===== src/rtl/ir_pkg.sv =====
package ir_pkg;

    localparam int WORD_W  = 32;
    localparam int PTR_W   = 2 * WORD_W;
    localparam int ADDR_W  = 2;
    localparam int BUSY_POS = 3;

    localparam logic [ADDR_W-1:0] OFS_MOD    = 2'd0;
    localparam logic [ADDR_W-1:0] OFS_PTR_LO = 2'd1;
    localparam logic [ADDR_W-1:0] OFS_PTR_HI = 2'd2;

    typedef enum logic [1:0] {
        SEL_MOD,
        SEL_PTR_LO,
        SEL_PTR_HI,
        SEL_NONE
    } reg_sel_e;

    typedef struct packed {
        logic [WORD_W-1:0] hi;
        logic [WORD_W-1:0] lo;
    } ptr_t;

    function automatic reg_sel_e decode_ofs(input logic [ADDR_W-1:0] ofs);
        case (ofs)
            OFS_MOD:    return SEL_MOD;
            OFS_PTR_LO: return SEL_PTR_LO;
            OFS_PTR_HI: return SEL_PTR_HI;
            default:    return SEL_NONE;
        endcase
    endfunction

    function automatic logic [WORD_W-1:0] strip_busy(input logic [WORD_W-1:0] w);
        logic [WORD_W-1:0] r;
        r = w;
        r[BUSY_POS] = 1'b0;
        return r;
    endfunction

endpackage


===== src/rtl/ir_ptr_stage.sv =====
module ir_ptr_stage
    import ir_pkg::*;
#(
    parameter bit ADDR64 = 1'b1
) (
    input  logic              clk,
    input  logic              rst,
    input  logic              wr_lo,
    input  logic              wr_hi,
    input  logic [WORD_W-1:0] wdata,
    output ptr_t              ptr
);

    logic [WORD_W-1:0] stage_q;
    ptr_t              ptr_q;

    always_ff @(posedge clk) begin
        if (rst) begin
            stage_q <= '0;
        end else if (wr_lo) begin
            stage_q <= strip_busy(wdata);
        end
    end

    generate
        if (ADDR64) begin : g_wide
            always_ff @(posedge clk) begin
                if (rst) begin
                    ptr_q <= '0;
                end else if (wr_hi) begin
                    ptr_q.hi <= wdata;
                    ptr_q.lo <= stage_q;
                end
            end
        end else begin : g_narrow
            always_ff @(posedge clk) begin
                if (rst) begin
                    ptr_q <= '0;
                end else if (wr_lo) begin
                    ptr_q.hi <= '0;
                    ptr_q.lo <= strip_busy(wdata);
                end
            end
        end
    endgenerate

    assign ptr = ptr_q;

endmodule


===== src/rtl/ir_moderation.sv =====
module ir_moderation
    import ir_pkg::*;
#(
    parameter int          IVL_W     = 16,
    parameter logic [15:0] RESET_IVL = 16'h4000
) (
    input  logic              clk,
    input  logic              rst,
    input  logic              wr,
    input  logic [WORD_W-1:0] wdata,
    input  logic              tick,
    input  logic              load,
    output logic [IVL_W-1:0]  interval,
    output logic [IVL_W-1:0]  count,
    output logic              cnt_zero
);

    localparam int CNT_LSB = IVL_W;
    localparam int CNT_MSB = 2 * IVL_W - 1;

    logic [IVL_W-1:0] ivl_q;
    logic [IVL_W-1:0] cnt_q;

    always_ff @(posedge clk) begin
        if (rst) begin
            ivl_q <= IVL_W'(RESET_IVL);
        end else if (wr) begin
            ivl_q <= wdata[IVL_W-1:0];
        end
    end

    always_ff @(posedge clk) begin
        if (rst) begin
            cnt_q <= '0;
        end else if (load) begin
            cnt_q <= ivl_q;
        end else if (wr) begin
            cnt_q <= wdata[CNT_MSB:CNT_LSB];
        end else if (tick && cnt_q != '0) begin
            cnt_q <= cnt_q - 1'b1;
        end
    end

    assign interval = ivl_q;
    assign count    = cnt_q;
    assign cnt_zero = (cnt_q == '0);

endmodule


===== src/rtl/ir_event_gate.sv =====
module ir_event_gate (
    input  logic clk,
    input  logic rst,
    input  logic evt,
    input  logic cnt_zero,
    input  logic clr_req,
    output logic fire,
    output logic busy,
    output logic irq
);

    logic busy_q;
    logic irq_q;

    assign fire = evt && cnt_zero && !busy_q;

    always_ff @(posedge clk) begin
        if (rst) begin
            busy_q <= 1'b0;
            irq_q  <= 1'b0;
        end else begin
            irq_q <= fire;
            if (fire) begin
                busy_q <= 1'b1;
            end else if (clr_req) begin
                busy_q <= 1'b0;
            end
        end
    end

    assign busy = busy_q;
    assign irq  = irq_q;

endmodule


===== src/rtl/ir_interrupter.sv =====
module ir_interrupter
    import ir_pkg::*;
#(
    parameter bit          ADDR64    = 1'b1,
    parameter int          IVL_W     = 16,
    parameter logic [15:0] RESET_IVL = 16'h4000
) (
    input  logic              clk,
    input  logic              rst,
    input  logic              reg_wr,
    input  logic [ADDR_W-1:0] reg_addr,
    input  logic [WORD_W-1:0] reg_wdata,
    output logic [WORD_W-1:0] reg_rdata,
    input  logic              evt_pending,
    input  logic              tick,
    output logic [PTR_W-1:0]  deq_ptr,
    output logic              irq
);

    reg_sel_e         sel;
    logic             wr_mod, wr_lo, wr_hi;
    ptr_t             ptr;
    logic [IVL_W-1:0] ivl_q, cnt_q;
    logic             cnt_zero, fire, busy_q;

    assign sel    = decode_ofs(reg_addr);
    assign wr_mod = reg_wr && (sel == SEL_MOD);
    assign wr_lo  = reg_wr && (sel == SEL_PTR_LO);
    assign wr_hi  = reg_wr && (sel == SEL_PTR_HI);

    ir_ptr_stage #(.ADDR64(ADDR64)) u_ptr (
        .clk   (clk),
        .rst   (rst),
        .wr_lo (wr_lo),
        .wr_hi (wr_hi),
        .wdata (reg_wdata),
        .ptr   (ptr)
    );

    ir_moderation #(.IVL_W(IVL_W), .RESET_IVL(RESET_IVL)) u_mod (
        .clk      (clk),
        .rst      (rst),
        .wr       (wr_mod),
        .wdata    (reg_wdata),
        .tick     (tick),
        .load     (fire),
        .interval (ivl_q),
        .count    (cnt_q),
        .cnt_zero (cnt_zero)
    );

    ir_event_gate u_gate (
        .clk      (clk),
        .rst      (rst),
        .evt      (evt_pending),
        .cnt_zero (cnt_zero),
        .clr_req  (wr_lo && reg_wdata[BUSY_POS]),
        .fire     (fire),
        .busy     (busy_q),
        .irq      (irq)
    );

    always_comb begin
        reg_rdata = '0;
        case (sel)
            SEL_MOD: begin
                reg_rdata = {cnt_q, ivl_q};
            end
            SEL_PTR_LO: begin
                reg_rdata = ptr.lo;
                reg_rdata[BUSY_POS] = busy_q;
            end
            SEL_PTR_HI: begin
                reg_rdata = ptr.hi;
            end
            default: begin
                reg_rdata = '0;
            end
        endcase
    end

    assign deq_ptr = ptr;

endmodule


===== config.mk =====
export PLATFORM = sky130hd
export DESIGN_NAME = ir_interrupter
export DESIGN_NICKNAME = d
export VERILOG_FILES = /design/src/rtl/ir_pkg.sv /design/src/rtl/ir_ptr_stage.sv /design/src/rtl/ir_moderation.sv /design/src/rtl/ir_event_gate.sv /design/src/rtl/ir_interrupter.sv
export SDC_FILE = /design/constraint.sdc
export NUM_CORES = 1
export LEC_CHECK = 0
export BUFFER_PORTS_ARGS = -buffer_cell sky130_fd_sc_hd__buf_2
export CELL_PAD_IN_SITES_DETAIL_PLACEMENT = 1
export CELL_PAD_IN_SITES_GLOBAL_PLACEMENT = 2
export CORE_MARGIN = 5
export CORE_UTILIZATION = 32
export DETAILED_ROUTE_END_ITERATION = 8
export PLACE_DENSITY_LB_ADDON = 0.2
export SLEW_MARGIN = 20
export SYNTH_ARGS = -nofsm -noshare
export SYNTH_HDL_FRONTEND = slang
export SYNTH_SLANG_ARGS = --single-unit

===== constraint.sdc =====
create_clock -name clk -period 4.43 [get_ports clk]
set_input_delay 0.443 -clock clk [delete_from_list [all_inputs] [get_ports clk]]
set_output_delay 0.443 -clock clk [all_outputs]
set_load 0.02 [all_outputs]

* Word level (Yosys, flattened, before mapping)
Index checks and enable logic that the tools add are counted.
** Word-level totals
- Bits in registers :: 128
- Latch bits :: 0
- RAM bits :: 0
- Memory bits (read-only) :: 0
- Bits of input ports :: 39
- Word-level logic and storage cells :: 33
- Memories :: 0
** Cells by class
- Add/subtract/negate cells :: 1
- Multiply operators :: 0
- Divide/modulo/power cells :: 0
- Order comparisons :: 0
- Equal/unequal tests :: 4
- Shift operators :: 0
- Multiplexer cells :: 7
- Bitwise logic cells :: 0
- Reduce and logical (&&, ||, !) cells :: 14
** Operator list (number)
- 32-bit one-hot mux with 3 select lines :: 1
- 16-bit two-way mux :: 3
- 16-bit zero test :: 1
- 16-bit nonzero test :: 1
- 16-bit by 1-bit subtractor with 16-bit output, second input constant :: 1
- 1-bit logical AND :: 7
- 2-bit one-hot mux with 3 select lines :: 1
- 2-bit by 1-bit == test with 1-bit output, second input constant :: 2
- 2-bit == test, second input constant :: 2
- 2-bit zero test :: 2
- 3-bit nonzero test :: 1
- 1-bit two-way mux :: 2
- 2-bit nonzero test :: 1
- 1-bit zero test :: 1

* Longest topological paths before layout
Gate-level depths: netlist of run 1.
- Word-level depth :: 7
- Mapped depth :: 9
- Mapped depth without buffers :: 7

* Cells and area by module
Synthesis of run 1 repeated with hierarchy kept, for this count alone.
** Second synthesis, totals
- Cell total of the unflattened synthesis :: 607
- Area, all modules :: 6212.2 sq um
** By module, submodules not included
- ir_ptr_stage :: times used 1, cells an instance 305, area an instance 3403.3 sq um
- ir_moderation :: times used 1, cells an instance 213, area an instance 1838.0 sq um
- ir_interrupter :: times used 1, cells an instance 82, area an instance 888.4 sq um
- ir_event_gate :: times used 1, cells an instance 7, area an instance 82.6 sq um

* Least setup slack after synthesis of run 1
No wires, ideal clock.
- Path kind :: input to output
- From :: input port reg_addr[1]
- To :: output port reg_rdata[10]
- Arrival time :: 1826 ps
- Data required time :: 3987 ps
- Path slack :: 2161 ps
- Cell stages on the path :: 4
- Buffers on the path :: 2
- Cell sequence :: clkbuf_1 buf_1 mux2i_1 o21ai_0
** On the way
- Longest elaborated chain between the ends :: 4
** Ends and longest elaborated chain
- start, declared :: RTL line ir_interrupter.sv:11 : input logic [ADDR_W-1:0] reg_addr,
- 2-bit == test, or another cell as far along :: RTL line ir_pkg.sv:25 : case (ofs)
- 2-bit one-hot mux with 3 select lines (*) :: RTL line ir_pkg.sv:25
- 2-bit == test, or another cell as far along :: RTL line ir_interrupter.sv:65 : case (sel)
- 32-bit one-hot mux with 3 select lines (*) :: RTL line ir_interrupter.sv:65
- end, declared :: RTL line ir_interrupter.sv:13 : output logic [WORD_W-1:0] reg_rdata,
Mark *: on every way between the ends. The rest lies on a longest branch, timed or not.

* Worst setup path in the final report of run 1
- From :: register u_mod.cnt_q[0] (netlist: u_mod.count[0])
- To :: register u_mod.cnt_q[3] (netlist: u_mod.count[3])
** On the way
- Longest elaborated chain between the ends :: 4
** Ends and longest elaborated chain
- start, declared :: RTL line ir_moderation.sv:22 : logic [IVL_W-1:0] cnt_q;
- start signal, assigned :: RTL line ir_moderation.sv:36 : cnt_q <= ivl_q;
- start signal, assigned :: RTL line ir_moderation.sv:38 : cnt_q <= wdata[CNT_MSB:CNT_LSB];
- start signal, assigned :: RTL line ir_moderation.sv:40 : cnt_q <= cnt_q - 1'b1;
- 16-bit by 1-bit subtractor with 16-bit output / 16-bit zero test (equally long branches) :: RTL line ir_moderation.sv:40, ir_moderation.sv:46
- 16-bit two-way mux / 1-bit logical AND (equally long branches) :: RTL line ir_moderation.sv:39, ir_event_gate.sv:15
- 16-bit two-way mux / 1-bit logical AND (equally long branches) :: RTL line ir_moderation.sv:37, ir_event_gate.sv:15
- 16-bit two-way mux / 3-bit nonzero test (equally long branches)
Several ways; a longest one is shown, not always the timed one. The select of a mux whose other input is x is not followed.
A chain may end at the register's enable or synchronous reset.

==> results.toml, run 1 <==
[placement]
dp_hpwl_um = 15200
place_ws_ns = 1.65
gp_congestion = 0.905
port_buffers = 134

[detailed_routing]
vias_per_cell = 5.24
dr.first_iter.drc_count = 264
wl_per_cell_um = 19.9
antenna_left = 0
first_pass_iters = 4
route.detailed.drc = 0
wl_um = 21800
vias = 5723

[power_and_ir_drop]
peakVddDrop_v = 0.000302
power_density_mw_per_mm2 = 520
power_leakage_uw = 0.00290

[yosys]
synth_ff_type = "dfxtp_1"
synth.net_count = 794
seq_area_frac_synth = 0.451
async_flop_share = 0
syn-cell-area_mm2 = 0.00568
synth_edf_count = 0
synth_top_area_cell = "dfxtp_1"
synth_area_per_cell_um2 = 7.55
synth-seq-cells = 128
synth.distinct_cells = 57
yosys_warnings = 0
synth_area_leaders = "dfxtp_1 45%, nand2_1 17%, a21oi_1 10%"
synth.top_cell.area_share = 0.451
synthCells = 753

[grt]
antenna_found_initial = 1
gr-usage-all-layers = 0.217
grt_overflow = 0
grt_pass1_wl_um = 34200
grt_pass1_vias = 6045
grt_max_degree = 83

[critical_path]
rrSetupSlack_ns = 1.65
cp-start-kind = "register"
cp_data_required_time_ns = 4.74
crit_type = "reg -> reg"
ff2ff_path_depth = 7
path_max_fanout = 15
r2r-start = "u_mod.count[0]"
reg2reg_to = "u_mod.count[3]"
setup.worst_path.start = "u_mod.count[0]"
cp-end-kind = "register"
cp.arrival_ns = 3.08

[sta]
rsz0062_at_grt = "no"
setup_viol = 0
fmax_mhz = 360
skew_ns = 0.00702
final-hold-violation-count = 0
setup_ws_ns = 1.65
drv_slew = 0
relSlewSlack = 0.344
tightest_slew_ns = 0.980
setup_tns_ns = 0
period_share = 0.627
period_minus_slack_ns = 2.78

[clock_tree]
numClockSinks = 128
cts-root-buf = "clkbuf_16"
cts.clk_slew.worst_paths_ns = 0.06
clk_latency_ns = 0.42
cts_max_level = 4
cts.repair.resized = 0
cts-hold-fix-buffers = 0
cts_tree = "yes"
postCtsSetupRepairBufs = 0
ctsLongestPathBuffers = 2
numCtsBuffers = 17

[cells_and_area]
areaGrowthSynthToFinish_pct = 25.0
fin_nets = 895
fillers = 2134
diodes = 0
drive_above_1_share = 0.217

[worst_hold_path]
hold_class = "in -> reg"
min_delay_path_depth = 3
hp-start = "reg_wdata[4]"
whs_endpoint = "u_ptr.ptr[36]"

[status]
status = "finished clean"

[die]
core.rowCount = 48
start_util = 0.327
core_mm2 = 0.0174
io_pins = 136
die_h_um = 143
dieArea_mm2 = 0.0205
fp.dieW_um = 143

[run]
drv_cap = 0
-- layout make-up --
class / instances / area, um2 / area share
Timing Repair Buffer: 144 / 761 / 0.107
Clock buffer: 19 / 453 / 0.0638
Multi-Input combinational cell: 558 / 2870 / 0.403
Clock inverter: 13 / 161 / 0.0227
Sequential cell: 128 / 2560 / 0.361
Tap cell: 225 / 282 / 0.0396
Inverter: 5 / 18.8 / 0.00264
-- where the power goes --
group / total, uW / switching, uW / leakage, uW / internal [uW]
combinational: 886 / 565 / 0.00156 / 322
clock: 1450 / 535 / 0.000303 / 915
sequential: 1360 / 115 / 0.00104 / 1240
-- state kept, by name, indices dropped and copies added (netlist names) --
signal	flops
u_gate.irq	1
u_mod.interval	16
u_ptr.stage_q	31
u_mod.count	16
u_gate.busy	1
u_ptr.ptr	63
-- cells in the mapped netlist, types with 3 or more instances --
| library cell | instances |
|---|---|
| o31ai_1 | 4 |
| nand2_1 | 264 |
| clkbuf_1 | 53 |
| or4_1 | 4 |
| a21oi_1 | 116 |
| nand3_1 | 4 |
| buf_1 | 4 |
| a211oi_1 | 4 |
| a31oi_1 | 3 |
| a311o_1 | 4 |
| mux2i_1 | 32 |
| or3_1 | 10 |
| inv_1 | 5 |
| nor3_1 | 5 |
| nor2_1 | 12 |
| nor4_1 | 8 |
| o21ai_0 | 39 |
| dfxtp_1 | 128 |
-- worst max-delay path by stage --
stage,cells past startpoint,slack [ns],to
after detailed placement,7,1.65,u_mod.count[3]
after global placement,7,1.68,u_mod.count[3]
final,7,1.65,u_mod.count[3]
after global routing,7,1.45,u_mod.count[3]
after floorplan,4,2.16,reg_rdata[10]
after CTS,7,1.64,u_mod.count[3]
-- layout by cell type, fill, tap and decap left out, drive strengths merged, types with 3 or more instances in the layout --
cell type	n
nand2	264
buf	144
dfxtp	128
a21oi	116
o21ai	40
mux2i	32
clkbuf	19
nor2	13
or3	10
nor4	8
clkinv	8
inv	6
nor3	6
or4	4
nand3	4
a311o	4
o31ai	4
a211oi	4
a31oi	3
bufinv	3
o31a	3
-- routing by layer --
layer / part of all wire / vias up / wire length [um] / track usage
li1: - / 2763 / - / -
met1: 0.45 / 2771 / 9700 / 0.276
met2: 0.48 / 154 / 10400 / 0.369
met3: 0.052 / 33 / 1140 / 0.0425
met4: 0.022 / 2 / 487 / 0.0719
met5: 0.00032 / - / 7 / 0
-- kinds of logic after synthesis --
family | count (synthesis) | share of synthesized area
buffers and inverters | 67 | 0.0462
AOI/OAI and AO/OA | 192 | 0.194
xor gates and xnor gates | 4 | 0.00617
other | 1 | 0.000660
DFF | 128 | 0.451
and+or+nand+nor | 327 | 0.241
muxes | 32 | 0.0564
adders and majority gates | 2 | 0.00440
-- stage by stage --
stage	total power [uW]	std cells	cell area (um2)	utilization	hold slack, ns
CTS	3720	1092	7100	0.409	0.271
floorplan	1990	753	5680	-	0.432
global route	3890	1092	7100	0.409	0.286
detailed placement	2260	1060	6490	0.374	0.447
global placement	2240	1060	6490	0.374	0.443
finish	3690	1092	7100	0.409	0.288
-- critical path, cell delays in order (launching register included) --
cell and delay [ns]:
dfxtp_1 0.35, inv_1 0.10, ha_1 0.14, or4b_1 0.58, o41ai_4 0.86, nor4_1 0.12, xor2_1 0.18, a311o_1 0.35
Power figures use the tool's default switching activity.
==> run 2, diff against run 1 <==
--- a/config.mk
+++ b/config.mk
@@ -9,7 +9,7 @@
 export CELL_PAD_IN_SITES_DETAIL_PLACEMENT = 1
 export CELL_PAD_IN_SITES_GLOBAL_PLACEMENT = 2
 export CORE_MARGIN = 5
-export CORE_UTILIZATION = 32
+export CORE_UTILIZATION = 27
 export DETAILED_ROUTE_END_ITERATION = 8
 export PLACE_DENSITY_LB_ADDON = 0.2
 export SLEW_MARGIN = 20
==> constraint.sdc (replaced) <==
create_clock -name clk -period 2.35 [get_ports clk]
set_input_delay 0.235 -clock clk [delete_from_list [all_inputs] [get_ports clk]]
set_output_delay 0.235 -clock clk [all_outputs]
set_load 0.02 [all_outputs]
==> results.toml, run 2 (same netlist as run 1, synthesis figures left out) <==
[sta]
period_share = 0.954
hold_slack_ns = 0.0766
final-hold-violation-count = 0
setup_ws_ns = 0.108
skew_ns = 0.0215
drv_slew = 0
tightest_slew_ns = 0.693
relSlewSlack = 0.538
fmax_mhz = 446
period_minus_slack_ns = 2.24
setup_viol = 0

[power_and_ir_drop]
peakVddDrop_v = 0.000572
power_leakage_uw = 0.00302
power_density_mw_per_mm2 = 976

[grt]
grt_max_degree = 46
grt_pass1_vias = 6205
gr-usage-all-layers = 0.191
grt_pass1_wl_um = 36000
grt_overflow = 0
antenna_found_initial = 2

[cells_and_area]
largest_reg_flops = 63
areaGrowthSynthToFinish_pct = 29.6
diodes = 0
fin_area_mm2 = 0.00736
mostFrequentLayoutCell = "nand2_1"
drive_above_1_share = 0.243
fin_nets = 924
final_cell_mix = "264 x nand2_1, 133 x buf_2, 128 x dfxtp_1, 116 x a21oi_1, 39 x o21ai_0"

[critical_path]
cp-start-kind = "register"
crit_type = "reg -> reg"
cp-end-kind = "register"
path_max_fanout = 4
r2r-start = "u_mod.count[0]"
cp_data_required_time_ns = 2.62
ff2ff_path_depth = 7
path_delay_family = "simple AND/OR/NAND/NOR gates"
cp.arrival_ns = 2.51
cp.depth = 7
cp_slowest_cell = "or4_4"
rrSetupSlack_ns = 0.11
setup.worst_path.start = "u_mod.count[0]"
crit_chain = "inv_1 > ha_2 > or3b_2 > or4_4 > o31a_1 > nor3_2 > o22ai_1"
max_stage_delay_ns = 0.51
path_buf_inv = 1
crit_end = "u_mod.count[14]"
reg2reg_to = "u_mod.count[14]"

[detailed_routing]
dr.first_iter.drc_count = 304
wl_um = 22900
route.detailed.drc = 0
first_pass_iters = 4
vias = 5809
vias_per_cell = 4.97
wl_per_cell_um = 19.6
antenna_left = 0

[die]
core.rowCount = 53
start_util = 0.272
dieArea_mm2 = 0.0240
io_pins = 136
core_mm2 = 0.0209
die_h_um = 155
fp.dieW_um = 155

[run]
drv_cap = 0

[clock_tree]
clk_latency_ns = 0.42
ctsLongestPathBuffers = 2
cts_tree = "yes"
numClockSinks = 128
cts_max_level = 4
cts.clk_slew.worst_paths_ns = 0.06
cts-root-buf = "clkbuf_16"
numCtsBuffers = 17

[placement]
place_ws_ns = 0.00807
gp_congestion = 0.864
dp_hpwl_um = 16900
port_buffers = 134
placed_area_mm2 = 0.00676

[worst_hold_path]
hold_class = "in -> reg"

[status]
status = "finished clean"
run 2: cell count changes in the layout (fill, tap and decap cells not counted), sizes merged:
cell / delta
buf: +29
inv: -1
clkinvlp: +1
clkinv: -2
run 2: how the worst min path moves through the flow:
stage	startpoint	end	cells after the start
after detailed placement	u_ptr.stage_q[14]	u_ptr.ptr[14]	2
after global routing	reg_wdata[13]	u_ptr.ptr[45]	3
final	reg_wdata[2]	u_ptr.ptr[34]	3
after CTS	reg_wdata[10]	u_ptr.stage_q[10]	3
after global placement	u_ptr.stage_q[11]	u_ptr.ptr[11]	2
after floorplan	reg_wdata[14]	u_mod.interval[14]	2
run 2: through the flow:
stage | power [uW] | std cells | TNS, ns | utilization
floorplan | 3760 | 753 | 0 | -
global placement | 4510 | 1138 | 0 | 0.324
detailed placement | 4560 | 1138 | 0 | 0.324
CTS | 7230 | 1168 | 0 | 0.351
global route | 7570 | 1169 | -0.000888 | 0.353
finish | 7180 | 1169 | 0 | 0.353
run 2: where the power goes:
group / internal [uW] / switching [uW] / total (uW)
logic: 825 / 1230 / 2060
clock network: 1650 / 979 / 2630
registers: 2340 / 155 / 2500
run 2: routing by layer:
layer,up-vias,track usage,wire (um)
li1,2812,-,-
met1,2854,0.242,10200
met2,125,0.329,11500
met3,14,0.0445,1010
met4,4,0.0463,159
met5,-,0,21
run 2: area by class of cell:
type,instances,area (um2)
Sequential cell,128,2560
Multi-Input combinational cell,558,2880
Tap cell,275,344
Timing Repair Buffer,173,982
Clock inverter,11,143
Clock buffer,19,433
Fill cell,2582,13500
Inverter,5,18.8
run 2: repair_timing:
action / 4_1_cts / 5_1_grt
hold buffers: 0 / 0
resized for setup: 0 / 5
pin swaps: 1 / 1
buffers inserted: 0 / 1
endpoints found under the setup margin: 1 / 6
gates cloned: 0 / 0
run 2: worst reg2reg max path, delay by kind of cell, from the launching register on:
family	cells	cell delay (ns)
flops	1	0.31
compound gates	2	0.36
simple gates	3	1.14
buf+inv	1	0.08
fa+ha+maj	1	0.21
